<file path="src/rtl/pmon2_pkg.sv">
package pmon2_pkg;

  localparam int CNT_W  = 32;
  localparam int RD_W   = 40;
  localparam int CODE_W = 8;

  localparam logic [2:0] ADR_SEL0 = 3'd0;
  localparam logic [2:0] ADR_SEL1 = 3'd1;
  localparam logic [2:0] ADR_CNT0 = 3'd2;
  localparam logic [2:0] ADR_CNT1 = 3'd3;
  localparam logic [2:0] ADR_STAT = 3'd4;

  // Selector word: code 7:0, mask 15:8, user 16, kernel 17, int-enable 20, run 22
  typedef struct packed {
    logic [8:0] rsv_hi;
    logic       run;
    logic       rsv21;
    logic       ie;
    logic [1:0] rsv18;
    logic       krn;
    logic       usr;
    logic [7:0] mask;
    logic [7:0] code;
  } sel_t;

  localparam logic [7:0] PARK_CODE = 8'h2E;

  function automatic logic code_allowed(input logic [7:0] code, input int unsigned idx);
    logic ok;
    unique case (code)
      8'hC1, 8'h10, 8'h11, 8'h14: ok = (idx == 0);
      8'h12, 8'h13:               ok = (idx == 1);
      default:                    ok = 1'b1;
    endcase
    return ok;
  endfunction

  function automatic logic is_parked(input sel_t s);
    return (s.code == PARK_CODE) && (s.mask == 8'h00);
  endfunction

endpackage

</file>
<file path="src/rtl/pmon2_lane_sum.sv">
module pmon2_lane_sum #(
  parameter int NUM_EV = 4,
  parameter int INC_W  = 2,
  parameter int SUM_W  = 4
) (
  input  logic [7:0]              sel_code,
  input  logic [7:0]              sel_mask,
  input  logic [NUM_EV*8-1:0]     ev_code,
  input  logic [NUM_EV*8-1:0]     ev_qual,
  input  logic [NUM_EV*INC_W-1:0] ev_inc,
  output logic [SUM_W-1:0]        sum
);

  logic [NUM_EV-1:0][SUM_W-1:0] lane_val;

  for (genvar g = 0; g < NUM_EV; g++) begin : g_lane
    logic code_hit;
    logic qual_hit;
    assign code_hit = (ev_code[g*8 +: 8] == sel_code);
    assign qual_hit = (ev_qual[g*8 +: 8] == 8'h00) ||
                      ((ev_qual[g*8 +: 8] & sel_mask) != 8'h00);
    assign lane_val[g] = (code_hit && qual_hit) ?
                         SUM_W'(ev_inc[g*INC_W +: INC_W]) : '0;
  end

  always_comb begin
    sum = '0;
    for (int i = 0; i < NUM_EV; i++) begin
      sum = sum + lane_val[i];
    end
  end

endmodule

</file>
<file path="src/rtl/pmon2_ctr.sv">
module pmon2_ctr
  import pmon2_pkg::*;
#(
  parameter int          CW    = 32,
  parameter int          SUM_W = 4,
  parameter int unsigned IDX   = 0
) (
  input  logic             clk,
  input  logic             rst,
  input  sel_t             sel,
  input  logic             glb_run,
  input  logic             kmode,
  input  logic [SUM_W-1:0] inc_sum,
  input  logic             wr,
  input  logic [CW-1:0]    wdata,
  input  logic             clr,
  output logic [CW-1:0]    cnt_q,
  output logic             ovf_q
);

  logic          priv_ok;
  logic          qual;
  logic [CW:0]   nxt;
  logic          unused_sel;

  assign unused_sel = ^{sel.rsv_hi, sel.run, sel.rsv21, sel.ie, sel.rsv18};
  assign priv_ok = kmode ? sel.krn : sel.usr;
  assign qual    = glb_run && priv_ok && code_allowed(sel.code, IDX) && !is_parked(sel);
  assign nxt     = {1'b0, cnt_q} + (qual ? (CW+1)'(inc_sum) : '0);

  always_ff @(posedge clk) begin
    if (rst) begin
      cnt_q <= '0;
      ovf_q <= 1'b0;
    end else begin
      if (wr) cnt_q <= wdata;
      else    cnt_q <= nxt[CW-1:0];
      if (!wr && nxt[CW]) ovf_q <= 1'b1;
      else if (clr)       ovf_q <= 1'b0;
    end
  end

endmodule

</file>
<file path="src/rtl/pmon2_unit.sv">
module pmon2_unit
  import pmon2_pkg::*;
#(
  parameter int NUM_EV = 4,
  parameter int INC_W  = 2
) (
  input  logic                    clk,
  input  logic                    rst,
  input  logic                    reg_wr,
  input  logic [2:0]              reg_addr,
  input  logic [31:0]             reg_wdata,
  output logic [RD_W-1:0]         reg_rdata,
  input  logic [NUM_EV*8-1:0]     ev_code,
  input  logic [NUM_EV*8-1:0]     ev_qual,
  input  logic [NUM_EV*INC_W-1:0] ev_inc,
  input  logic                    cpu_kmode,
  output logic                    irq
);

  localparam int NUM_CTR = 2;
  localparam int EXT_W   = RD_W - CNT_W;
  localparam int MAX_SUM = NUM_EV * ((1 << INC_W) - 1);
  localparam int SUM_W   = $clog2(MAX_SUM + 1);

  sel_t [NUM_CTR-1:0]            sel_q;
  logic [NUM_CTR-1:0][CNT_W-1:0] cnt_q;
  logic [NUM_CTR-1:0]            ovf_q;
  logic [NUM_CTR-1:0]            ie_vec;
  logic [RD_W-1:0]               rd_nxt;

  for (genvar c = 0; c < NUM_CTR; c++) begin : g_ctr
    logic [SUM_W-1:0] inc_sum;
    logic             sel_we;
    logic             cnt_we;

    assign sel_we    = reg_wr && (reg_addr == ADR_SEL0 + 3'(c));
    assign cnt_we    = reg_wr && (reg_addr == ADR_CNT0 + 3'(c));
    assign ie_vec[c] = sel_q[c].ie;

    always_ff @(posedge clk) begin
      if (rst)         sel_q[c] <= '0;
      else if (sel_we) sel_q[c] <= sel_t'(reg_wdata);
    end

    pmon2_lane_sum #(.NUM_EV(NUM_EV), .INC_W(INC_W), .SUM_W(SUM_W)) u_sum (
      .sel_code (sel_q[c].code),
      .sel_mask (sel_q[c].mask),
      .ev_code  (ev_code),
      .ev_qual  (ev_qual),
      .ev_inc   (ev_inc),
      .sum      (inc_sum)
    );

    pmon2_ctr #(.CW(CNT_W), .SUM_W(SUM_W), .IDX(c)) u_ctr (
      .clk     (clk),
      .rst     (rst),
      .sel     (sel_q[c]),
      .glb_run (sel_q[0].run),
      .kmode   (cpu_kmode),
      .inc_sum (inc_sum),
      .wr      (cnt_we),
      .wdata   (reg_wdata[CNT_W-1:0]),
      .clr     (reg_wr && (reg_addr == ADR_STAT) && reg_wdata[c]),
      .cnt_q   (cnt_q[c]),
      .ovf_q   (ovf_q[c])
    );
  end

  always_comb begin
    unique case (reg_addr)
      ADR_SEL0: rd_nxt = {{EXT_W{1'b0}}, sel_q[0]};
      ADR_SEL1: rd_nxt = {{EXT_W{1'b0}}, sel_q[1]};
      ADR_CNT0: rd_nxt = {{EXT_W{cnt_q[0][CNT_W-1]}}, cnt_q[0]};
      ADR_CNT1: rd_nxt = {{EXT_W{cnt_q[1][CNT_W-1]}}, cnt_q[1]};
      ADR_STAT: rd_nxt = {{(RD_W-NUM_CTR){1'b0}}, ovf_q};
      default:  rd_nxt = '0;
    endcase
  end

  always_ff @(posedge clk) begin
    if (rst) begin
      reg_rdata <= '0;
      irq       <= 1'b0;
    end else begin
      reg_rdata <= rd_nxt;
      irq       <= |(ovf_q & ie_vec);
    end
  end

endmodule

</file>
<file path="config.mk">
export PLATFORM = sky130hd
export DESIGN_NAME = pmon2_unit
export DESIGN_NICKNAME = d
export VERILOG_FILES = /design/src/rtl/pmon2_pkg.sv /design/src/rtl/pmon2_lane_sum.sv /design/src/rtl/pmon2_ctr.sv /design/src/rtl/pmon2_unit.sv
export SDC_FILE = /design/constraint.sdc
export NUM_CORES = 1
export LEC_CHECK = 0
export ABC_AREA = 0
export CAP_MARGIN = 20
export CORE_ASPECT_RATIO = 2
export CORE_MARGIN = 5
export CORE_UTILIZATION = 55
export CTS_BUF_LIST = sky130_fd_sc_hd__clkbuf_8
export CTS_CLUSTER_DIAMETER = 30
export DETAILED_ROUTE_END_ITERATION = 7
export PLACE_DENSITY = 0.84
export SLEW_MARGIN = 20
export SYNTH_ARGS = -nofsm -noshare
export SYNTH_HDL_FRONTEND = slang
export SYNTH_SLANG_ARGS = --single-unit
export TNS_END_PERCENT = 100
</file>
<file path="constraint.sdc">
create_clock -name clk -period 20.4 [get_ports clk]
set_input_delay 6.12 -clock clk [delete_from_list [all_inputs] [get_ports clk]]
set_output_delay 6.12 -clock clk [all_outputs]
set_load 0.01 [all_outputs]
</file>
==> metrics <==
EDFF count, synth=0; Logic pwr share=0.116; outcome=completed; Post-route DRC=0; GPL Wtd Cong=0.9868; ant diodes=0; CTS tree=yes; Slew @ Worst Pin=1.193 ns; synth top area cells=dfxtp_1 35%, xnor2_1 8.9%, a22oi_1 7.7%; H-tree levels=4; Vias=9,556; post-layout util=0.6692; die area=19,700 sq um; busiest layer in global routing=met2; Final Cycle Share=0.5576; Ys Warns=0; FF+latch count, synth=164; R2R Path Start=sel_q[33]; Clk pin slew, worst setup/hold paths=0.08 ns; Worst slew margin=0.1942; CTS buffer count=17; initial DRC count=approximately 980; Int Power=498.1 uW; global-route wire length before repair=approximately 50,000 um; fillcell total=1,391; post-route ant nets=0; initial core utilization=0.5555; Die W=between 100 and 150 um; GRT overflow=0; fin crit period=11.38 ns; worst path arrival time=approximately 12 ns; grt met1 use=0.3360; pin count of the biggest net entering global routing=72; synth unique cells=66; Syn Nets=1,288; # hold bufs at CTS=0; Startpoint Class=input port; post-synth top area share=0.3543; clk sinks=164; Die Y=approximately 190 um; Syn Area/Cell=8.023 sq um; GR Util met2=0.5420; P&R area growth vs syn=20.48%; DR WL/cell=21.89 um; Final Skew=approximately 0.013 ns; All-Layer GR Usage=0.3212; dpl ws=8.618 ns; setup violators final=0; worst hold-check path type=reg -> reg; initial antenna violation count=0; element type at the critical path end=flip-flop; maximum VDD drop=56.68 uV; post-cts resize count=0; worst-path maximum fanout=11; fmax=87.90 MHz; Routed WL=~32,000 um; WS Path Type=in -> reg; Post-CTS Setup Bufs=0; clock latency on the worst-skew pair=0.47 ns; Clock Tree Buf Depth=2; Static Leak=3.414 nW; setup TNS=0 ns; io pins=152; met3 usage=0.06056; nets@finish=1,375; Hold Path Origin=sel_q[63]; Post-synth ARST share=0; RSZ-0062 raised after global routing=false; Critical Path RT=~21 ns; DP HPWL=~23,000 um; final hold viol count=0; buffers added on ports=151; Seq pwr share=0.508; Vias/cell=6.545; worst setup path start=ev_qual[13]; Max Cap Viol=0; share of post-route cells with drive strength above 1=0.05028; Seq/Total Area, Yosys=0.3543; area of the core=16,680 sq um; DR pass1 iterations=6; root buffer cell=clkbuf_8; Switch Pwr=168.9 uW; Sw Share=0.2532; leading area contributor after synthesis=dfxtp_1; pwr dens=59.74 nW/um^2; Slew Limit Fails=0; FP Rows=67; Synth Instances=1,155; worst setup margin=between 9 and 10 ns; Primary FF master, synth=dfxtp_1; Cell Area, Synth=9266 sq um; Clk pwr share=0.376; vias in the first global route=9,543
-- placed cells by master, fill, tap and decap left out, types with 3 or more instances in the layout --
cell type          n
dfxtp_1          164
ha_1              12
o21a_1             3
nor2b_1            7
nor3b_1            5
o41ai_1            4
a2111oi_0          3
nand4b_1           4
nor3_1            21
xnor2_1           94
a311oi_1          11
o211ai_1           3
nand3_1           22
and4_1             5
o31ai_1            6
a22oi_1           95
and3_1             8
and3_2             3
a21oi_1          118
fa_1              10
clkinv_2           5
a31oi_1            3
nor4_1             8
buf_4             13
a211oi_1          47
clkbuf_8          18
inv_1             20
or4_1             14
nand2_1          188
xor2_1            11
nor2_1            77
o21ai_0           13
or3_1              7
nand4_1           25
clkdlybuf4s50_1  150
and2_1             8
bufinv_16          4
-- path summary, 6_finish.rpt --
path	endpoint	slack, ns	cells past startpoint
max	g_ctr[1].u_ctr.cnt_q[28]	9.02	20
min	sel_q[63]	0.46	2
max reg2reg	g_ctr[1].u_ctr.cnt_q[28]	14.87	18
min reg2reg	sel_q[63]	0.46	2
-- Yosys cell counts (all sizes together), types with 3 or more instances --
| library cell | number |
|---|---|
| a2111oi | 5 |
| a211oi | 47 |
| a21oi | 119 |
| a22oi | 95 |
| a311oi | 11 |
| a31oi | 3 |
| and2 | 9 |
| and3 | 11 |
| and4 | 6 |
| buf | 24 |
| clkbuf | 71 |
| dfxtp | 164 |
| fa | 10 |
| ha | 12 |
| inv | 19 |
| nand2 | 189 |
| nand2b | 3 |
| nand3 | 24 |
| nand4 | 26 |
| nand4b | 4 |
| nor2 | 78 |
| nor2b | 7 |
| nor3 | 22 |
| nor3b | 6 |
| nor4 | 8 |
| nor4b | 3 |
| o211ai | 3 |
| o21a | 3 |
| o21ai | 14 |
| o31ai | 6 |
| o41ai | 4 |
| or3 | 7 |
| or4 | 14 |
| xnor2 | 94 |
| xor2 | 11 |
-- per-layer routing --
metal  part of all wire  routed length (um)
met3              0.079                2524
met4              0.092                2935
met5                  0                   0
met2               0.50               15870
met1               0.33               10630
-- cell families after synthesis --
| kind of cell | after synthesis | share of synthesized area |
|---|---|---|
| DFF | 164 | 0.3543 |
| xor gates and xnor gates | 105 | 0.09924 |
| buffers and inverters | 114 | 0.05091 |
| and+or+nand+nor | 425 | 0.2224 |
| adders and majority gates | 22 | 0.03781 |
| AOI/OAI and AO/OA | 322 | 0.2320 |
| muxes | 3 | 0.003376 |
-- layout make-up --
cell class	count	area (sq um)	share of cell area
Sequential cell	164	3283	0.2941
Inverter	19	71.32	0.006388
Tap cell	207	259.0	0.02320
Clock buffer	18	247.7	0.02219
Multi-Input combinational cell	877	5540	0.4962
Timing Repair Buffer	163	1599	0.1432
Clock inverter	12	163.9	0.01468
-- through the flow --
stage / total power, mW / instances / instance area, sq um / hold slack [ns]
floorplan: 0.3779 / 1155 / 9266 / 0.4360
global placement: 0.4200 / 1430 / 10750 / 0.4411
detailed placement: 0.4210 / 1430 / 10750 / 0.4473
CTS: 0.6664 / 1460 / 11160 / 0.4589
global route: 0.6864 / 1460 / 11160 / 0.4739
finish: 0.6670 / 1460 / 11160 / 0.4594
-- sequential cells by signal, summed over array words and instances (netlist names) --
register,flops
reg_rdata,33
g_ctr.u_ctr.ovf_q,2
sel_q,62
irq,1
ie_vec,2
g_ctr.u_ctr.cnt_q,64
-- power groups by stage --
stage	registers [mW]	logic (mW)	clock network [mW]
after floorplan	0.341	0.0373	0
after global placement	0.346	0.0743	0
after detailed placement	0.346	0.0752	0
after CTS	0.338	0.0758	0.252
after global routing	0.340	0.0820	0.265
final	0.339	0.0771	0.251
-- critical path, cell delays in order --
cell	delay, ns
clkdlybuf4s50_1	0.44
or4_1	0.52
nor2_1	0.15
nor3_1	0.10
nor3_1	0.52
nand2_1	0.17
fa_1	0.52
fa_1	0.49
inv_1	0.07
ha_1	0.13
inv_1	0.04
fa_1	0.48
nor2_1	0.05
ha_1	0.39
nor2b_1	0.17
o21ai_0	0.11
buf_4	0.20
a21o_1	0.30
or4_1	0.43
a311oi_1	0.31
Power figures use the tool's default switching activity.
